### config.mk
export PLATFORM = sky130hd
export DESIGN_NAME = hash_chunk_seq
export DESIGN_NICKNAME = d
export VERILOG_FILES = /design/src/rtl/hash_chunk_seq.sv
export SDC_FILE = /design/constraint.sdc
export NUM_CORES = 1
export LEC_CHECK = 0
export BUFFER_PORTS_ARGS = -buffer_cell sky130_fd_sc_hd__buf_4
export CAP_MARGIN = 20
export CELL_PAD_IN_SITES_DETAIL_PLACEMENT = 1
export CELL_PAD_IN_SITES_GLOBAL_PLACEMENT = 1
export CORE_AREA = 2 2 239 241
export CTS_CLUSTER_DIAMETER = 100
export DETAILED_ROUTE_END_ITERATION = 6
export DIE_AREA = 0 0 241 243
export MAX_ROUTING_LAYER = met4
export PLACE_DENSITY = 0.53
export SLEW_MARGIN = 20
export SYNTH_ARGS = -nofsm -noshare
export SYNTH_HDL_FRONTEND = slang
export SYNTH_SLANG_ARGS = --single-unit
### constraint.sdc
create_clock -name clk -period 6.9 [get_ports clk]
set_clock_uncertainty 0.1 [all_clocks]
set_input_delay 1.725 -clock clk [delete_from_list [all_inputs] [get_ports clk]]
set_output_delay 1.725 -clock clk [all_outputs]
set_load 0.03 [all_outputs]
### src/rtl/hash_chunk_seq.sv
module hash_chunk_seq #(
  parameter int BUF_BYTES = 4096
) (
  input  logic                           clk,
  input  logic                           rst_n,
  input  logic                           in_valid,
  output logic                           in_ready,
  input  logic [7:0]                     in_data,
  input  logic                           in_empty,
  input  logic                           in_last,
  input  logic                           alg_sel,
  output logic                           buf_we,
  output logic [$clog2(BUF_BYTES)-1:0]   buf_addr,
  output logic [7:0]                     buf_wdata,
  output logic                           sub_valid,
  input  logic                           sub_ready,
  output logic [$clog2(BUF_BYTES+1)-1:0] sub_len,
  output logic                           sub_init,
  output logic                           sub_term,
  output logic [31:0]                    sub_ctrl1,
  input  logic                           done_valid,
  input  logic                           done_err,
  input  logic [255:0]                   core_digest,
  output logic                           dig_valid,
  output logic [255:0]                   dig_data,
  output logic [5:0]                     dig_len,
  output logic                           err_flag
);
  localparam int CW = $clog2(BUF_BYTES + 1);
  localparam int AW = $clog2(BUF_BYTES);
  localparam int DIG_MAX = 32;

  typedef enum logic [1:0] {S_IDLE, S_FILL, S_SUB, S_WAIT} st_t;

  st_t           st;
  logic [CW-1:0] fill;
  logic          first_q, term_q, alg_q, err_q, dig_v;
  logic [255:0]  dig_q, rev;
  int            nbytes;

  wire active = (st == S_IDLE) || (st == S_FILL);
  wire full   = (fill == CW'(BUF_BYTES));
  wire acc    = in_valid && in_ready;
  wire skip   = in_empty && !in_last;

  assign in_ready  = active && !(full && !in_empty);
  assign buf_we    = acc && !in_empty;
  assign buf_addr  = fill[AW-1:0];
  assign buf_wdata = in_data;

  assign sub_valid = (st == S_SUB);
  assign sub_len   = fill;
  assign sub_init  = first_q;
  assign sub_term  = term_q;
  assign sub_ctrl1 = {12'd0, (alg_q ? 4'd2 : 4'd0), 16'd0};

  assign dig_valid = dig_v;
  assign dig_data  = dig_q;
  assign dig_len   = alg_q ? 6'd32 : 6'd20;
  assign err_flag  = err_q;
  assign nbytes    = alg_q ? 32 : 20;

  always_comb begin
    rev = '0;
    for (int i = 0; i < DIG_MAX; i++)
      if (i < nbytes) rev[i*8 +: 8] = core_digest[(nbytes-1-i)*8 +: 8];
  end

  always_ff @(posedge clk) begin
    if (!rst_n) begin
      st      <= S_IDLE;
      fill    <= '0;
      first_q <= 1'b0;
      term_q  <= 1'b0;
      alg_q   <= 1'b0;
      err_q   <= 1'b0;
      dig_v   <= 1'b0;
      dig_q   <= '0;
    end else begin
      dig_v <= 1'b0;
      case (st)
        S_IDLE: if (acc && !skip) begin
          err_q   <= 1'b0;
          alg_q   <= alg_sel;
          first_q <= 1'b1;
          fill    <= in_empty ? '0 : CW'(1);
          term_q  <= in_last;
          st      <= in_last ? S_SUB : S_FILL;
        end
        S_FILL: begin
          if (in_valid && full && !in_empty) begin
            term_q <= 1'b0;
            st     <= S_SUB;
          end else if (acc) begin
            if (!in_empty) fill <= fill + CW'(1);
            if (in_last) begin
              term_q <= 1'b1;
              st     <= S_SUB;
            end
          end
        end
        S_SUB: if (sub_ready) begin
          first_q <= 1'b0;
          st      <= S_WAIT;
        end
        default: if (done_valid) begin
          fill <= '0;
          if (done_err) begin
            err_q <= 1'b1;
            st    <= S_IDLE;
          end else if (term_q) begin
            dig_v <= 1'b1;
            dig_q <= rev;
            st    <= S_IDLE;
          end else begin
            st <= S_FILL;
          end
        end
      endcase
    end
  end
endmodule

Word level (Yosys, flattened, before mapping)
Cells that the tools add are included.
{ "classes": {"add_sub_neg": 33, "n_lt_le_gt_ge": 32, "eq_ne": 10, "shifts": 32, "mux": 65, "bitwise": 6, "reduce_logical": 30} }
{ "ops": {"columns": ["op", "count"], "rows": [
  ["$shiftx A256 B32 Y8", 30],
  ["$mux W8", 32],
  ["$shiftx A256 B10 Y8", 1],
  ["$shiftx A256 B11 Y8", 1],
  ["$sub A7 B6 Y8 const B", 16],
  ["$lt A5 B6 Y1 const A", 16],
  ["$mux W13", 5],
  ["$sub A7 B5 Y8 const B", 8],
  ["$lt A4 B6 Y1 const A", 8],
  ["$pmux W13 S3", 1],
  ["$sub A7 B4 Y8 const B", 4],
  ["$lt A3 B6 Y1 const A", 4],
  ["$mux W2", 8],
  ["$sub A7 B3 Y8 const B", 2],
  ["$add A13 B1 Y13 const B", 1],
  ["$eq A13 B13 Y1 const B", 1],
  ["$mux W1", 13],
  ["$lt A1 B6 Y1 const A", 2],
  ["$lt A2 B6 Y1 const A", 2],
  ["$mux W6", 2],
  ["$reduce_and A4 Y1", 3],
  ["$logic_and A1 B1 Y1", 8],
  ["$reduce_bool A2 Y1", 4],
  ["$sub A7 B2 Y8 const B", 1],
  ["other kinds (21)", 35]
]} }
{ "totals": {"reg_bits": 276, "inputBits": 273, "out_inout_bits": 334, "elab_cells": 216} }

Depth between registers and ports, before layout
Gate-level depths: netlist (run 1).
{ "logic_depth": {"ltp_word": 8, "mapped_depth": 9, "mapped_depth_nobuf": 7} }

Worst setup path before layout (run 1)
Ideal clock, no wire load.
{ "synth_timing": {"kind": "input port to output port", "start": "input in_empty", "end": "output buf_we", "t_arrival_ns": 2.555, "required_ns": 5.075, "slack_ns": 2.520, "stages": 4, "n_path_buf": 0, "path_cell_list": "nor4b_1 > nand4_1 > nand3_1 > nor2_1"} }
{ "synth_via": {"elab_chain_len": 6} }
{ "synth_rtl": {"columns": ["item", "line", "rtl"], "rows": [
  ["start: declaration", "9", "input logic in_empty,"],
  ["$logic_not A1 Y1 *", null, null],
  ["$logic_and A1 B1 Y1", "46", "assign in_ready = active && !(full && !in_empty);"],
  ["$logic_not A1 Y1", "46", null],
  ["$logic_and A1 B1 Y1", "46", null],
  ["$logic_and A1 B1 Y1", "43", "wire acc = in_valid && in_ready;"],
  ["$logic_and A1 B1 Y1 *", "47", "assign buf_we = acc && !in_empty;"],
  ["end: declaration", "12", "output logic buf_we,"]
]} }
Every way passes the cells marked *; elsewhere a longest branch is shown, timed or not.

Final worst setup path (run 1)
Ends and elaborated chain as after synthesis.

==> results by group, run 1 <==
GRT
  – Global Route Usage Sum: 0.1782
  – Initial antenna violation count: 2
  – Largest net degree at the start of global routing: approximately 150
  – GRT Residual Overflow: 0
  – Vias in the first global route: 11835
  – First-pass GRT wire length: just under 80000 um

Drt
  – Total Wirelength: 52550 um
  – Detail Route Antenna Nets: 0
  – Number of iterations in the first detailed-routing pass: 4
  – DRT iter0 DRCs: 346
  – Vias: roughly 12000
  – DR WL/cell: 20.11 um
  – Via/cell ratio: between 4 and 5
  – DRC Markers: 0

Layout
  – Layout Nets: ~2100
  – Design area: 17730 sq um
  – Area grow syn2layout: 46.85%
  – Proportion of layout cells with a drive suffix above 1: 0.3434
  – Register area: ~5500 sq um
  – Multi-input gate area: 5713 sq um
  – Filler cells: 6590

Placed design
  – Routability cong.: about 0.84
  – Placed Area: 16560 sq um
  – HPWL after DPL: between 30000 and 40000 um
  – Port Buf Inserts: 556
  – Pre-CTS WS: 2.083 ns

Synth
  – Synth Flop Type: dfxtp_1
  – Synth warnings: 1
  – Async SR Flop Fraction: 0
  – Post-Syn Instances: 1368
  – Sequential area share after synthesis: 0.4576
  – Avg Cell Area, Syn: 8.826 sq um
  – Post-synth cell types: 47
  – Post-synth EDFFs: 0
  – Register bit total from synthesis: 276
  – Mapped cell area: between 10000 and 15000 sq um

Run
  – Max Cap Viol: 0

Clock network
  – Post-cts sizing count: 0
  – Clk sinks: 276
  – Postcts setup bufs: 0
  – CTS root buf: clkbuf_16
  – Hold-fix buffers, CTS: 0
  – Clock-pin slew on the worst setup and hold paths: ~0.06 ns
  – H-Tree Depth: 2
  – Num CTS Buffers: 37
  – CTS max path bufs: 3
  – TritonCTS clock tree: yes
  – Clk_lat worst skew: 0.54 ns

Timing
  – Pin slew with the least headroom to its limit: between 1 and 1.5 ns
  – Period utilisation layout: 0.7059
  – Setup TNS: 0 ns
  – FMAX: 205.3 MHz
  – RSZ-0062 raised after global routing: false
  – Final worst path period need: 4.871 ns
  – Fin. Hold Viols: 0
  – Fin. max-slew vios: 0
  – Relative slew margins: 0.3177
  – Final setup vio count: 0
  – Setup ws final: between 2 and 2.5 ns

Worst setup path
  – Worst path most repeated cell: buf_4
  – Critical path cell sequence: buf_4 -> nor4b_1 -> nand4_1 -> nand3_1 -> nor2_1 -> buf_4
  – CP Class: in2out
  – CP peak stage delay: 0.48 ns
  – CP endpoint kind: primary output
  – Crit path max fanout: 7
  – Critical path's slowest cell: nor4b_1
  – CP startpoint kind: input port
  – Critical Path RT: 5.08 ns
  – Arr. time, crit path: 3.05 ns

Floorplanning
  – Die height: 243 um
  – DIE WIDTH: 241 um
  – Floorplan core area: 55950 sq um
  – Initial Util: 0.2158
  – Placement Rows: 87
  – Die ar.: ~59000 sq um
  – Ports: around 600

Power
  – Switching part of the total power: 0.2821
  – Clock power frac: 0.447
  – VDD IR max: 0.1447 mV
  – P_sw: 1.180 mW
  – Seq pwr share: 0.391
  – Pint: 3.002 mW
  – PwrDens: 235.9 nW/um^2
  – Comb pwr share: 0.162
  – Lkg Pwr: 6.875 nW

Status
  – Outcome: complete, no violations

Hold path
  – Worst min path class: reg2reg
-- worst max-delay path, delay by kind of cell --
family / cells / cell delay, ns
buffers and inverters: 2 / 0.30
and+or+nand+nor: 4 / 1.01
-- power groups by stage --
stage	Sequential [mW]	Clock [mW]	Combinational [mW]
after floorplan	1.68	0	0.426
after global placement	1.67	0	0.677
after detailed placement	1.67	0	0.683
after CTS	1.64	1.95	0.684
after global routing	1.64	2.00	0.736
final	1.64	1.87	0.677
-- metal layers --
layer  routed length [um]  track usage
met4                 1435      0.05356
met2                26010       0.2972
met1                21790       0.2092
met3                 3318      0.04572
met5                    0            -
-- layout make-up --
class	count	share of cell area
Clock inverter	8	0.002893
Multi-Input combinational cell	935	0.3222
Tap cell	756	0.05335
Antenna cell	2	0.0002823
Clock buffer	57	0.06266
Inverter	11	0.002752
Timing Repair Buffer	568	0.2440
Sequential cell	276	0.3118
-- logic make-up after synthesis --
kind of cell | after synthesis | synth area share
other cells | 1 | 0.0003106
flops | 276 | 0.4576
fa+ha+maj | 7 | 0.007254
buf+inv | 190 | 0.08031
compound gates | 293 | 0.1607
mux | 166 | 0.1378
simple gates | 435 | 0.1560
-- Yosys cell counts, types with 5 or more instances --
master,number,area share
dfxtp_1,276,0.46
nor2_1,176,0.055
mux2i_1,164,0.14
a211oi_1,163,0.10
nand2_1,120,0.037
nand3_1,107,0.044
a21oi_1,99,0.041
clkbuf_1,96,0.030
buf_4,57,0.035
buf_2,12,0.0050
inv_1,11,0.0034
buf_1,10,0.0031
o21ai_0,10,0.0041
ha_1,7,0.0073
or3_1,5,0.0026
-- flip-flops by register name (all words and copies together), names as in the netlist --
signal,count
alg_q,1
dig_data,256
dig_valid,1
err_flag,1
st,2
sub_init,1
sub_len,13
sub_term,1
-- per-stage QoR --
stage               power (mW)  instances  utilization  hold slack (ns)
CTS                      4.268       2611       0.3168           0.3535
floorplan                2.109       1401            -           0.3884
global placement         2.346       2546       0.2960           0.3390
global route             4.378       2613       0.3169           0.3696
detailed placement       2.354       2546       0.2960           0.3455
finish                   4.182       2613       0.3169           0.3507
-- cells in the final DEF, fill, tap and decap left out, types with 7 or more instances in the layout --
cell and count:
buf_4 563, dfxtp_1 275, nor2_1 175, mux2i_1 164, a211oi_1 163, nand2_1 120, nand3_1 107, a21oi_1 99
clkbuf_16 37, conb_1 34, clkbuf_8 11, inv_1 10, o21ai_0 10, clkbuf_1 9, ha_1 7
-- worst paths after layout --
check	start	cells past startpoint	to	slack [ns]
worst max-delay path	in_empty	6	buf_we	2.03
worst min-delay path	dig_data[165]	2	dig_data[165]	0.35
worst max register to register	alg_q	4	dig_data[36]	3.76
worst min register to register	dig_data[165]	2	dig_data[165]	0.35
No activity file was read; power rests on OpenSTA's default activity.
==> inputs of run 2 (changes only) <==
Clock period 6.9 ns to 4.6 ns, I/O delays scaled along.
==> run 2 against run 1 <==
Flip-flop and latch count is the same. Non-clock buffer count shrank 4. Die area is the same. Register-to-register slack worse by 1.9 ns. Worst hold slack got worse by 0.0013 ns. Largest power group unchanged. Highest routed layer unchanged. Global-route usage decreased by 0.15 points. Utilization barely moved. Critical path type unchanged.
==> results by group, run 2 (same netlist as run 1, synthesis figures left out) <==
Status
  – Outcome: complete, no violations (unchanged)

Hold path
  – Worst Hold Path EP: dig_data[252] (was dig_data[165])
  – Worst min path class: reg2reg (unchanged)
  – WHS Path Cells: 2 (unchanged)
  – Hold path startpoint: dig_data[252] (was dig_data[165])

Drt
  – WL met3: 3419 um (was 3318 um)
  – Top Metal Used: met4 (unchanged)
  – Vias: 11563 (was 11622)
  – Number of iterations in the first detailed-routing pass: 4 (unchanged)
  – DRT iter0 DRCs: 381 (was 346)
  – DRC Markers: 0 (unchanged)
  – Detail Route Antenna Nets: 0 (unchanged)
  – WL met2: 25620 um (was 26010 um)
  – Met1 wire length: 21660 um (was 21790 um)
  – Total Wirelength: 52000 um (was 52550 um)
  – Via/cell ratio: 4.423 (was 4.448)
  – DR WL/cell: 19.89 um (was 20.11 um)

Clock network
  – Clock-pin slew on the worst setup and hold paths: 0.05 ns (was 0.06 ns)
  – Post-cts sizing count: 0 (unchanged)
  – Postcts setup bufs: 0 (unchanged)
  – CTS root buf: clkbuf_16 (unchanged)
  – Clk sinks: 276 (unchanged)
  – H-Tree Depth: 2 (unchanged)
  – Hold-fix buffers, CTS: 0 (unchanged)
  – CTS max path bufs: 3 (unchanged)
  – Num CTS Buffers: 38 (was 37)
  – Clk_lat worst skew: 0.54 ns (about the same)
  – TritonCTS clock tree: yes (unchanged)

Floorplanning
  – Ports: 607 (unchanged)
  – Initial Util: 0.2158 (unchanged)
  – DIE WIDTH: 241 um (unchanged)
  – Die ar.: 58560 sq um (unchanged)
  – Die height: 243 um (unchanged)
  – Floorplan core area: 55950 sq um (unchanged)
  – Placement Rows: 87 (unchanged)

Timing
  – Pin slew with the least headroom to its limit: 1.008 ns (was 1.023 ns)
  – FMAX: 271.6 MHz
  – Fin. Hold Viols: 0 (unchanged)
  – Setup ws final: 0.9184 ns (was 2.029 ns)
  – Period utilisation layout: 0.8004
  – Final worst path period need: 3.682 ns
  – Fin. max-slew vios: 0 (unchanged)
  – Setup TNS: 0 ns (unchanged)
  – Final setup vio count: 0 (unchanged)
  – Relative slew margins: 0.3280 (was 0.3177)
  – RSZ-0062 raised after global routing: false (unchanged)

GRT
  – Vias in the first global route: 11872 (was 11835)
  – Largest net degree at the start of global routing: 185 (was 145)
  – GRT Residual Overflow: 0 (unchanged)
  – Global Route Usage Sum: 0.1767 (was 0.1782)
  – Initial antenna violation count: 7 (was 2)
  – First-pass GRT wire length: 76470 um (was 77160 um)

Worst setup path
  – RR Startpoint: st[0] (was alg_q)
  – R2R Path End: sub_len[6] (was dig_data[36])
  – Critical path cell sequence: buf_4 -> nor4b_1 -> nand4_1 -> nand3_1 -> nor2_1 -> buf_4 (unchanged)
  – Critical Path RT: 3.35 ns (was 5.08 ns)
  – CP endpoint kind: primary output (unchanged)
  – CP bufs+invs: 2 (unchanged)
  – Critical path's slowest cell: nor4b_1 (unchanged)
  – CP Depth: 6 (unchanged)
  – CP peak stage delay: 0.46 ns (was 0.48 ns)
  – Crit path max fanout: 7 (unchanged)
  – R2r setup slk: 1.89 ns (was 3.76 ns)
  – CP startpoint kind: input port (unchanged)
  – CP Class: in2out (unchanged)
  – Arr. time, crit path: 2.43 ns (was 3.05 ns)
  – R2R depth: 7 (was 4)
  – Worst path top cell family by delay: simple AND/OR/NAND/NOR gates (unchanged)
  – Worst path most repeated cell: buf_4 (unchanged)

Layout
  – Commonest non-fill, non-tap cells in the layout: buf_4 (559), dfxtp_1 (275), nor2_1 (175) (was buf_4 (563), dfxtp_1 (275), nor2_1 (175))
  – Area grow syn2layout: 46.83% (was 46.85%)
  – Most common cell after layout, fill and taps aside: buf_4 (unchanged)
  – Layout Nets: 2106 (was 2109)
  – Proportion of layout cells with a drive suffix above 1: 0.3411 (was 0.3434)
  – Max FFs per register: 256 (unchanged)

Placed design
  – HPWL after DPL: 37950 um (was 38560 um)
  – Port Buf Inserts: 556 (unchanged)
  – Routability cong.: 0.8206 (was 0.8407)
  – Pre-CTS WS: 0.9366 ns (was 2.083 ns)

Power
  – PwrDens: 355.7 nW/um^2 (was 235.9 nW/um^2)
  – Lkg Pwr: 6.858 nW (was 6.875 nW)
  – VDD IR max: 0.2205 mV (was 0.1447 mV)

Run
  – Max Cap Viol: 0 (unchanged)
==> run 2: how the worst max path moves through the flow <==
stage	startpoint	slack, ns	endpoint
after global placement	in_empty	1.02	buf_we
after floorplan	in_empty	1.37	buf_we
final	in_empty	0.92	buf_we
after global routing	in_empty	0.77	buf_we
after CTS	in_empty	0.93	buf_we
after detailed placement	in_empty	0.94	buf_we
==> run 2: area by class of cell <==
type,instances,area [sq um]
clock inverter,6,48.80
tap,756,945.9
sequential,276,5529
fill,6583,38220
antenna,8,20.02
multi-input combinational,935,5713
inverter,11,48.80
timing repair buffer,564,4297
clock buffer,58,1126
==> run 2: metal layers <==
metal  GRT usage  vias up
li1            -     5696
met1      0.2070     5493
met2      0.2901      309
met3     0.04936       65
met4     0.05755        0
met5           -        -
==> run 2: metrics by stage <==
stage,utilization,instance area (sq um),power [mW],hold slack [ns],instances
6_report,0.3169,17730,6.306,0.3495,2614
5_1_grt,0.3168,17730,6.600,0.3702,2613
4_1_cts,0.3165,17710,6.444,0.3546,2606
3_5_place_dp,0.2955,16530,3.530,0.3468,2542
3_3_place_gp,0.2955,16530,3.519,0.3396,2542
2_1_floorplan,-,12200,3.163,0.3884,1401
==> run 2: tightest hold or removal path, delay by kind of cell (launching register included) <==
| kind | cells | cell delay [ns] |
|---|---|---|
| flops | 1 | 0.30 |
| compound gates | 1 | 0.05 |
| simple gates | 1 | 0.05 |
==> run 2: power by group <==
group / leakage (nW) / switching, mW / internal (mW)
clock: 0.580 / 1.16 / 1.68
sequential: 2.22 / 0.0369 / 2.42
combinational: 4.05 / 0.587 / 0.426
